$ cat src/rtl/pixmix_pkg.sv
package pixmix_pkg;

    localparam int PIX_W = 8;
    localparam int IDX_W = PIX_W + 1;

    localparam int OPAQUE_OFF_BIT = 6;
    localparam int PLANE0_OFF_BIT = 2;
    localparam int PLANE1_OFF_BIT = 3;

    typedef enum logic [1:0] {
        S_IDLE = 2'd0,
        S_HI   = 2'd1,
        S_LO   = 2'd2,
        S_PAD  = 2'd3
    } mix_state_e;

    typedef struct packed {
        logic [PIX_W-1:0] rd_mask;
        logic [PIX_W-1:0] blink_mask;
        logic             blink_en;
        logic             opaque_zero;
        logic [1:0]       plane_off;
    } mix_cfg_t;

endpackage

$ cat src/rtl/pixmix_ctrl.sv
module pixmix_ctrl
    import pixmix_pkg::*;
#(
    parameter int LINE_PIXELS = 48,
    parameter int COL_W       = 9,
    parameter int OVA_W       = 6,
    parameter int WORDS_W     = 8,
    parameter int GRP         = 8
) (
    input  logic               clk,
    input  logic               rst_n,
    input  logic               line_start,
    input  logic               line_vis,
    input  logic [COL_W-1:0]   start_col,
    input  logic [WORDS_W-1:0] act_words,
    output logic [COL_W-1:0]   col_addr,
    output logic [OVA_W-1:0]   ov_addr,
    output logic               emit_hi,
    output logic               emit_lo,
    output logic               emit_pad,
    output logic               ov_load
);

    localparam int POS_W = $clog2(LINE_PIXELS + 1);
    localparam int BC_W  = $clog2(GRP);
    localparam logic [POS_W-1:0] LAST_POS = POS_W'(LINE_PIXELS - 1);
    localparam logic [BC_W-1:0]  BC_STEP  = BC_W'(2);

    mix_state_e         state, state_nx;
    logic [POS_W-1:0]   pos;
    logic [BC_W-1:0]    bitcnt;
    logic [WORDS_W-1:0] words_left;
    logic               at_end;

    assign at_end = (pos == LAST_POS);

    // next state and emit strobes
    always_comb begin
        state_nx = state;
        emit_hi  = 1'b0;
        emit_lo  = 1'b0;
        emit_pad = 1'b0;
        if (line_start) begin
            state_nx = (line_vis && act_words != '0) ? S_HI : S_PAD;
        end else begin
            unique case (state)
                S_IDLE: state_nx = S_IDLE;
                S_HI: begin
                    emit_hi  = 1'b1;
                    state_nx = at_end ? S_IDLE : S_LO;
                end
                S_LO: begin
                    emit_lo = 1'b1;
                    if (at_end)
                        state_nx = S_IDLE;
                    else if (words_left == WORDS_W'(1))
                        state_nx = S_PAD;
                    else
                        state_nx = S_HI;
                end
                S_PAD: begin
                    emit_pad = 1'b1;
                    state_nx = at_end ? S_IDLE : S_PAD;
                end
            endcase
        end
    end

    assign ov_load = emit_hi && (bitcnt == '0);

    // state register
    always_ff @(posedge clk or negedge rst_n) begin
        if (!rst_n) state <= S_IDLE;
        else        state <= state_nx;
    end

    // line counters
    always_ff @(posedge clk or negedge rst_n) begin
        if (!rst_n) begin
            pos        <= '0;
            bitcnt     <= '0;
            words_left <= '0;
            col_addr   <= '0;
            ov_addr    <= '0;
        end else if (line_start) begin
            pos        <= '0;
            bitcnt     <= '0;
            words_left <= act_words;
            col_addr   <= start_col;
            ov_addr    <= '0;
        end else begin
            if (emit_hi || emit_lo || emit_pad)
                pos <= pos + 1'b1;
            if (ov_load)
                ov_addr <= ov_addr + 1'b1;
            if (emit_lo) begin
                col_addr   <= col_addr + 1'b1;
                bitcnt     <= bitcnt + BC_STEP;
                words_left <= words_left - 1'b1;
            end
        end
    end

    a_r1_idle_quiet_strobes: assert property (@(posedge clk) disable iff (!rst_n)
        (state == S_IDLE && !line_start) |=> (state == S_IDLE || $past(line_start)));

    // column step of one word, wrapping at the column width
    a_r3_col_step: assert property (@(posedge clk) disable iff (!rst_n)
        (state == S_LO && !line_start) |=> col_addr == COL_W'($past(col_addr) + 1'b1));

    // bit position returns to zero after a full overlay group
    a_r4_group_wrap: assert property (@(posedge clk) disable iff (!rst_n)
        (state == S_LO && !line_start && bitcnt == BC_W'(GRP - 2)) |=> bitcnt == '0);

    // never more positions than the line holds
    a_r11_pos_bound: assert property (@(posedge clk) disable iff (!rst_n)
        pos <= POS_W'(LINE_PIXELS));

endmodule

$ cat src/rtl/pixmix_ovl.sv
module pixmix_ovl #(
    parameter int NPLANES = 2,
    parameter int GRP     = 8
) (
    input  logic                   clk,
    input  logic                   rst_n,
    input  logic                   clear,
    input  logic                   load,
    input  logic                   shift,
    input  logic [NPLANES*GRP-1:0] bytes_in,
    input  logic [NPLANES-1:0]     plane_off,
    output logic [NPLANES-1:0]     cur_bit
);

    for (genvar p = 0; p < NPLANES; p++) begin : g_plane
        logic [GRP-1:0] sh;
        logic [GRP-1:0] cur;

        assign cur        = load ? (plane_off[p] ? '0 : bytes_in[p*GRP +: GRP]) : sh;
        assign cur_bit[p] = cur[0];

        always_ff @(posedge clk or negedge rst_n) begin
            if (!rst_n)     sh <= '0;
            else if (clear) sh <= '0;
            else if (shift) sh <= cur >> 1;
        end

        // a held byte drains toward the LSB one bit per pixel
        a_r4_lsb_drain: assert property (@(posedge clk) disable iff (!rst_n)
            (shift && !load && !clear) |=> sh[GRP-1] == 1'b0);
    end

endmodule

$ cat src/rtl/pixmix_sel.sv
module pixmix_sel
    import pixmix_pkg::*;
(
    input  logic [PIX_W-1:0] bm_pix,
    input  logic [1:0]       ov_val,
    input  mix_cfg_t         cfg,
    output logic [IDX_W-1:0] idx
);

    logic [PIX_W-1:0] eff_mask;

    always_comb begin
        eff_mask = cfg.rd_mask & ~(cfg.blink_en ? cfg.blink_mask : '0);
        if (ov_val != 2'b00 || cfg.opaque_zero)
            idx = {1'b1, {(PIX_W-2){1'b0}}, ov_val};
        else
            idx = {1'b0, bm_pix & eff_mask};
    end

endmodule

$ cat src/rtl/pixmix_top.sv
module pixmix_top
    import pixmix_pkg::*;
#(
    parameter int LINE_PIXELS = 48,
    parameter int COL_W       = 9,
    parameter int OVA_W       = 6,
    parameter int WORDS_W     = 8
) (
    input  logic               clk,
    input  logic               rst_n,
    input  logic               line_start,
    input  logic               line_vis,
    input  logic [COL_W-1:0]   start_col,
    input  logic [WORDS_W-1:0] act_words,
    input  logic [7:0]         rd_mask,
    input  logic [7:0]         blink_mask,
    input  logic               blink_en,
    input  logic [7:0]         ovl_ctrl,
    output logic [COL_W-1:0]   bm_addr,
    input  logic [15:0]        bm_word,
    output logic [OVA_W-1:0]   ov_addr,
    output logic               ov_fetch,
    input  logic [7:0]         ov0_byte,
    input  logic [7:0]         ov1_byte,
    output logic               pix_valid,
    output logic               pix_black,
    output logic [8:0]         pix_index
);

    localparam int GRP     = 8;
    localparam int NPLANES = 2;

    mix_cfg_t         cfg;
    logic             emit_hi, emit_lo, emit_pad, ov_load;
    logic [PIX_W-1:0] lo_hold, cur_pix;
    logic [1:0]       ov_val;
    logic [IDX_W-1:0] mix_idx;
    logic             unused_ctrl;

    assign unused_ctrl = ^{ovl_ctrl[7], ovl_ctrl[5:4], ovl_ctrl[1:0]};

    // controls captured once per line
    always_ff @(posedge clk or negedge rst_n) begin
        if (!rst_n) begin
            cfg <= '0;
        end else if (line_start) begin
            cfg.rd_mask     <= rd_mask;
            cfg.blink_mask  <= blink_mask;
            cfg.blink_en    <= blink_en;
            cfg.opaque_zero <= ~ovl_ctrl[OPAQUE_OFF_BIT];
            cfg.plane_off   <= {ovl_ctrl[PLANE1_OFF_BIT], ovl_ctrl[PLANE0_OFF_BIT]};
        end
    end

    pixmix_ctrl #(
        .LINE_PIXELS(LINE_PIXELS),
        .COL_W      (COL_W),
        .OVA_W      (OVA_W),
        .WORDS_W    (WORDS_W),
        .GRP        (GRP)
    ) u_ctrl (
        .clk       (clk),
        .rst_n     (rst_n),
        .line_start(line_start),
        .line_vis  (line_vis),
        .start_col (start_col),
        .act_words (act_words),
        .col_addr  (bm_addr),
        .ov_addr   (ov_addr),
        .emit_hi   (emit_hi),
        .emit_lo   (emit_lo),
        .emit_pad  (emit_pad),
        .ov_load   (ov_load)
    );

    assign ov_fetch = ov_load;

    pixmix_ovl #(
        .NPLANES(NPLANES),
        .GRP    (GRP)
    ) u_ovl (
        .clk      (clk),
        .rst_n    (rst_n),
        .clear    (line_start),
        .load     (ov_load),
        .shift    (emit_hi || emit_lo),
        .bytes_in ({ov1_byte, ov0_byte}),
        .plane_off(cfg.plane_off),
        .cur_bit  (ov_val)
    );

    // lower byte waits one cycle behind the upper byte
    always_ff @(posedge clk or negedge rst_n) begin
        if (!rst_n)       lo_hold <= '0;
        else if (emit_hi) lo_hold <= bm_word[7:0];
    end

    assign cur_pix = emit_hi ? bm_word[15:8] : lo_hold;

    pixmix_sel u_sel (
        .bm_pix(cur_pix),
        .ov_val(ov_val),
        .cfg   (cfg),
        .idx   (mix_idx)
    );

    // output register
    always_ff @(posedge clk or negedge rst_n) begin
        if (!rst_n) begin
            pix_valid <= 1'b0;
            pix_black <= 1'b0;
            pix_index <= '0;
        end else begin
            pix_valid <= emit_hi || emit_lo || emit_pad;
            pix_black <= emit_pad;
            pix_index <= (emit_hi || emit_lo) ? mix_idx : '0;
        end
    end

    // nothing leaves the block without a running line
    a_r1_idle_quiet: assert property (@(posedge clk) disable iff (!rst_n)
        (!emit_hi && !emit_lo && !emit_pad) |=> !pix_valid);

    // padding carries index 0
    a_r10_black_zero: assert property (@(posedge clk) disable iff (!rst_n)
        (pix_valid && pix_black) |-> pix_index == '0);

    // a nonzero overlay value always lands in the overlay colours
    a_r5_ov_priority: assert property (@(posedge clk) disable iff (!rst_n)
        ((emit_hi || emit_lo) && ov_val != 2'b00) |=> (pix_index[8] && pix_index[1:0] == $past(ov_val)));

    // opaque mode sends every active pixel to the overlay colours
    a_r6_opaque: assert property (@(posedge clk) disable iff (!rst_n)
        ((emit_hi || emit_lo) && cfg.opaque_zero) |=> pix_index[8]);

endmodule

$ cat config.mk
export PLATFORM = sky130hd
export DESIGN_NAME = pixmix_top
export DESIGN_NICKNAME = d
export VERILOG_FILES = /design/src/rtl/pixmix_pkg.sv /design/src/rtl/pixmix_ctrl.sv /design/src/rtl/pixmix_ovl.sv /design/src/rtl/pixmix_sel.sv /design/src/rtl/pixmix_top.sv
export SDC_FILE = /design/constraint.sdc
export NUM_CORES = 1
export LEC_CHECK = 0
export ABC_AREA = 1
export BUFFER_PORTS_ARGS = -buffer_cell sky130_fd_sc_hd__buf_2
export CAP_MARGIN = 20
export CORE_AREA = 2 2 133 135
export CTS_BUF_LIST = sky130_fd_sc_hd__clkbuf_16
export CTS_CLUSTER_SIZE = 10
export DETAILED_ROUTE_END_ITERATION = 10
export DIE_AREA = 0 0 135 137
export GPL_TIMING_DRIVEN = 1
export PLACE_DENSITY = 0.47
export RECOVER_POWER = 25
export SYNTH_ARGS = -nofsm -noshare
export SYNTH_HDL_FRONTEND = slang
export SYNTH_SLANG_ARGS = --single-unit
export TNS_END_PERCENT = 1
$ cat constraint.sdc
create_clock -name clk -period 2.37 [get_ports clk]
set_clock_uncertainty 0.2 [all_clocks]
set_input_delay 0.237 -clock clk [delete_from_list [all_inputs] [get_ports clk]]
set_output_delay 0.237 -clock clk [all_outputs]
set_load 0.01 [all_outputs]
Word level (Yosys, flattened, before mapping)
Cells that the tools add are included.

Add/sub/neg operators: 5. Reduce and logical (&&, ||, !) cells: 13. Equality and inequality tests: 5. Shift-type cells: 0. Divide/modulo/power cells: 0. Mux-type cells: 35. Bitwise gates (word level): 4. Order comparisons: 0. Multipliers: 0.

Operators with widths (count): 2-to-1 mux 8 bit (12); 2-to-1 mux 9 bit (4); 2-to-1 mux 6 bit (4); AND 8 bit (2); adder 6 x 1 -> 6 bit (second input constant) (2); 2-to-1 mux 2 bit (6); nonzero test 2 bit (5); adder 9 x 1 -> 9 bit (second input constant) (1); == test 8 x 1 -> 1 bit (second input constant) (1); NOT 8 bit (1); one-hot mux 2 bit (4 select lines) (1); nonzero test 8 bit (1); subtractor 8 x 1 -> 8 bit (second input constant) (1); == test 6 bit (second input constant) (1); 2-to-1 mux 1 bit (6); 2-to-1 mux 3 bit (2); == test 2 bit (second input constant) (2); adder 3 x 2 -> 3 bit (second input constant) (1); zero test 3 bit (1); logical OR 1 bit (3); == test 2 x 1 -> 1 bit (second input constant) (1); logical AND 1 bit (2); zero test 2 bit (1); NOT 1 bit (1).

ROM bits: 0. Output and inout bits: 27. Bits in latches: 0. Memories: 0. Input port bits: 78. Register bits: 89. Bits in writable memories: 0. Logic and storage cells: 79.

Depth between registers and ports, before layout
Word-level depth: 9. Depth in mapped cells: 10. Mapped depth without buffers: 10.

Cells and area by module
From an unflattened synthesis, not the netlist that was laid out.

Cell total of the unflattened synthesis: 592. Area total of the unflattened synthesis: 4510.6 µm².

Modules (own cells, without submodules): pixmix_ctrl (area each 2038.2 µm², seq. area each 825.8 µm², cells each 278, times used 1); pixmix_top (area each 1502.7 µm², seq. area each 975.9 µm², cells each 171, times used 1); pixmix_ovl (area each 808.3 µm², seq. area each 350.3 µm², cells each 110, times used 1); pixmix_sel (area each 161.4 µm², seq. area each 0.0 µm², cells each 33, times used 1).

Worst setup path before layout
No wires, ideal clock.

Path kind: register to register. From: reg u_ctrl.state[0]. To: reg u_ovl.g_plane[1].sh[0]. Cell stages (with the launch flop): 8. Arrival: 1.192 ns. Clock period less this slack: 1.515 ns. Path buffers: 1. Required time: 2.048 ns. Library setup time: 0.122 ns. Setup slack: 0.855 ns. Path through: dfrtp_1 > inv_1 > nand3_2 > nand2_4 > inv_2 > buf_4 > nand3_1 > o21ai_1.

Longest elaborated chain between the ends: 7. Elaborated cells between the ends (all ways): 12. Those cells by class: eq/ne (2); mux (7); reduce/logical (3).

Ends and longest elaborated chain: start: declaration (line pixmix_ctrl.sv:29) `mix_state_e state, state_nx;`; start signal: assignment (line pixmix_ctrl.sv:74) `else state <= state_nx;`; == test 2 x 1 -> 1 bit (line pixmix_ctrl.sv:46) `unique case (state)`; 2-to-1 mux 1 bit (line pixmix_ctrl.sv:46); 2-to-1 mux 1 bit (line pixmix_ctrl.sv:43) `if (line_start) begin`; logical AND 1 bit (line pixmix_ctrl.sv:69) `assign ov_load = emit_hi && (bitcnt == '0);`; 2-to-1 mux 8 bit (line pixmix_ovl.sv:19) `assign cur = load ? (plane_off[p] ? '0 : bytes_in[p*GRP +: GRP]) : sh;`; 2-to-1 mux 8 bit (line pixmix_ovl.sv:25) `else if (shift) sh <= cur >> 1;`; 2-to-1 mux 8 bit (line pixmix_ovl.sv:24) `else if (clear) sh <= '0;`; end signal: assignment (line pixmix_ovl.sv:25); end: declaration (line pixmix_ovl.sv:16) `logic [GRP-1:0] sh;`.

Parallel ways exist; a longest one is shown, timed or not. The select of a mux whose other input is x is not followed. A chain may end at the register's enable or synchronous reset.

Worst setup path after layout
From: in line_start. To: out ov_fetch.

Longest elaborated chain between the ends: 2.

Ends and longest elaborated chain: start: declaration (line pixmix_top.sv:11) `input logic line_start,`; 2-to-1 mux 1 bit (line pixmix_ctrl.sv:43); logical AND 1 bit (line pixmix_ctrl.sv:69); end: declaration (line pixmix_top.sv:22) `output logic ov_fetch,`.

No other way between the ends.

==> out/qor.txt <==
reg2reg start - u_ctrl.state[0]
worst vdd ir - 356.6 µV
Cell Pwr Density - 641.8 nW/µm²
Design Area, Final - 5718 µm²
fin util - 33.52%
most frequent CP cell - buf_2
CTS tree - done
Synth Instances - 493
crit-path max FO - 15
Tcrit/Tclk final - 89.93%
DR WL/cell - 13.38 µm
post-place setup slack - 0.4330 ns
Final GP Congestion - 0.7523
initial antenna violation count - 0
total power - 3.670 mW
placed cell count - 805
Critical Path AT - 1.69 ns
diodes inserted - 0
worst-margin pin slew - 0.8766 ns
worst-skew pair later-pin latency - 0.34 ns
Synth Flop Type - dfrtp_1
number of global-route vias before repair - 3952
sequential share of the synthesized area - 51.54%
share of post-route cells with drive strength above 1 - 20.15%
core area - 17060 µm²
Post-CTS Setup Bufs - 0
HP Class - in2reg
status - completed
drt drc - 0
total negative slack - 0 ns
CP startpoint - line_start
Non-Filler Instances - 875
largest net degree at the start of global routing - 53
Area after DPL - 4903 µm²
Avg Inst Size Synth - 8.469 µm²
Die ar. - 18500 µm²
flop2flop setup slack - 0.43 ns
first-pass GRT wire length - 19.28 mm
NumNets Final - 731
clock-pin slew on the worst setup and hold paths - 0.06 ns
Slew HR - 41.56%
die width - 135 µm
post-CTS sizing - 0
delay of the slowest critical-path stage - 0.53 ns
max-slew violation count - 0
buffer and inverter count on the worst path - 4
crit path time final - 2.131 ns
synth warn - 0
number of enable flip-flop cells after synthesis - 0
via/cell ratio - 4.493
CP Cell Sequence - dlygate4sd3_1 > buf_2 > nor2_4 > nand3_4 > inv_2 > buf_2
final hold violations - 0
Worst setup EP type - output pin
total gr overflow - 0
clk buf depth - 2
Die Ht - 137 µm
DRT Pass-1 Iters - 4
delay-heaviest family, CP - buffers and inverters
f_max - 469.2 MHz
IO Count - 105
worst reg-to-reg path cell count - 5
Final ANT Viol Nets - 0
leakage - 2.848 nW
final wirelength - 11.71 mm
WP data required - 1.93 ns
DR iter-0 viols - 118
critical path class - in2out
crit path capture - ov_fetch
Async SR Flop Fraction - 100.0%
Root Driver - clkbuf_16
Max-Cap Viols - 0
htree depth - 3
port bufs - 99
initial core utilization - 24.48%
setup ws final - 0.2385 ns
Syn Nets - 577
Total Routing Usage GR - 13.34%
register bit total from synthesis - 86
mapped cell area - 4175 µm²
number of stages on the worst setup path - 6
setup violators final - 0
Vias - 3931
RSZ-0062 raised after global routing - false
hold_ws - 0.01171 ns
Worst Setup Start Kind - input pin
r2r endpoint - u_ovl.g_plane[1].sh[6]
cts bufs inserted - 9
post-synth cell types - 34
clock sinks - 86
dpl hpwl - 7.997 mm
row cnt - 48
area added between synthesis and finish - 36.95%
slowest CP cell - dlygate4sd3_1
==> metal layers <==
| metal | up-vias | GRT usage, % | wire length, µm |
|---|---|---|---|
| met5 | - | 0 | 0 |
| met3 | 14 | 3.667 | 599 |
| met1 | 1886 | 16.38 | 5301 |
| li1 | 1941 | - | - |
| met2 | 90 | 22.70 | 5623 |
| met4 | 0 | 4.398 | 180 |
==> Yosys cell counts, types with 3 or more instances <==
cell type  number  area share (%)
a21oi_1        25             3.0
ha_1            6             1.8
buf_2           6            0.72
clkbuf_1        6            0.54
buf_6           5             1.3
nor3_1          6            0.72
o2111ai_1       6             1.3
nand2_1       127              11
nand4_1         4            0.60
dfrtp_1        86              52
o21ai_0        37             4.4
nand3_1        51             6.1
nor2_1         30             2.7
xor2_1          5             1.0
nand2_2         3            0.45
inv_1          43             3.9
o21ai_1        12             1.4
o211ai_1        8             1.4
inv_2           3            0.27
==> worst min-delay path, stage by stage <==
cell	delay (ns)
buf_2	0.08
a21oi_1	0.05
o21ai_0	0.14
==> cells by family after synthesis <==
| group | synth area share, % |
|---|---|
| simple gates | 24.99 |
| xor+xnor | 1.468 |
| compound gates | 12.92 |
| fa+ha+maj | 1.798 |
| buf+inv | 7.282 |
| flops | 51.54 |
==> registers in the layout, summed over array words and instances (netlist names), 2 cells and up <==
| name | cells |
|---|---|
| u_ctrl.words_left | 8 |
| u_ctrl.pos | 6 |
| pix_index | 9 |
| cfg | 20 |
| lo_hold | 8 |
| u_ctrl.bitcnt | 2 |
| u_ctrl.col_addr | 9 |
| u_ovl.g_plane.sh | 14 |
| u_ctrl.state | 2 |
| u_ctrl.ov_addr | 6 |
==> how the worst min path moves through the flow <==
| stage | end | depth (start not counted) | from |
|---|---|---|---|
| 2_1_floorplan | cfg[0] | 0 | rst_n |
| 3_3_place_gp | u_ctrl.ov_addr[5] | 1 | rst_n |
| 3_5_place_dp | u_ctrl.ov_addr[3] | 1 | rst_n |
| 4_1_cts | u_ovl.g_plane[0].sh[0] | 3 | ov0_byte[1] |
| 5_1_grt | u_ovl.g_plane[0].sh[0] | 3 | ov0_byte[1] |
| 6_report | u_ovl.g_plane[0].sh[0] | 3 | ov0_byte[1] |
==> report_power, final <==
part	switching (mW)	total (mW)	leakage (nW)	internal, mW
Sequential	0.0854	1.69	1.10	1.61
Combinational	0.367	0.635	1.61	0.267
Clock	0.553	1.34	0.139	0.790
Total	1.01	3.67	2.85	2.66
==> layout make-up <==
class / instances / area (µm²)
flip-flops and latches: 86 / 2152
fillers: 1823 / 11340
inverters: 46 / 172.7
well taps: 225 / 281.5
repair buffers: 164 / 1122
clock inverters: 5 / 45.04
clock buffers: 9 / 225.2
multi-input cells: 340 / 1719
==> timing repair <==
item,in CTS,in global routing
endpoints found under the hold margin,141,0
endpoints found under the setup margin,0,0
hold buffers,56,0
==> cell usage in the layout (no fill, tap or decap) <==
cell and n:
o21ai_1 12, inv_1 45, a21oi_1 25, o21ai_0 37
bufinv_16 1, ha_1 6, clkinv_1 2, nand3b_1 1
a22oi_1 2, nor2_4 2, buf_4 8, o2111ai_1 6
nand3_4 1, o21bai_1 1, dlygate4sd3_1 56, clkbuf_1 1
nand2_2 3, inv_2 3, nor4_1 2, nand2_1 127
nand3_1 51, xnor2_1 2, buf_2 98, clkbuf_16 9
xor2_1 5, nand2_4 2, nand3_2 1, clkbuf_4 1
nor2_1 30, nor3_4 2, a32o_1 1, a31oi_1 1
nor3_1 6, o211ai_1 8, o221ai_1 2, dfrtp_1 86
nand4_1 4
Note: power is estimated with default switching activity, not from simulation.
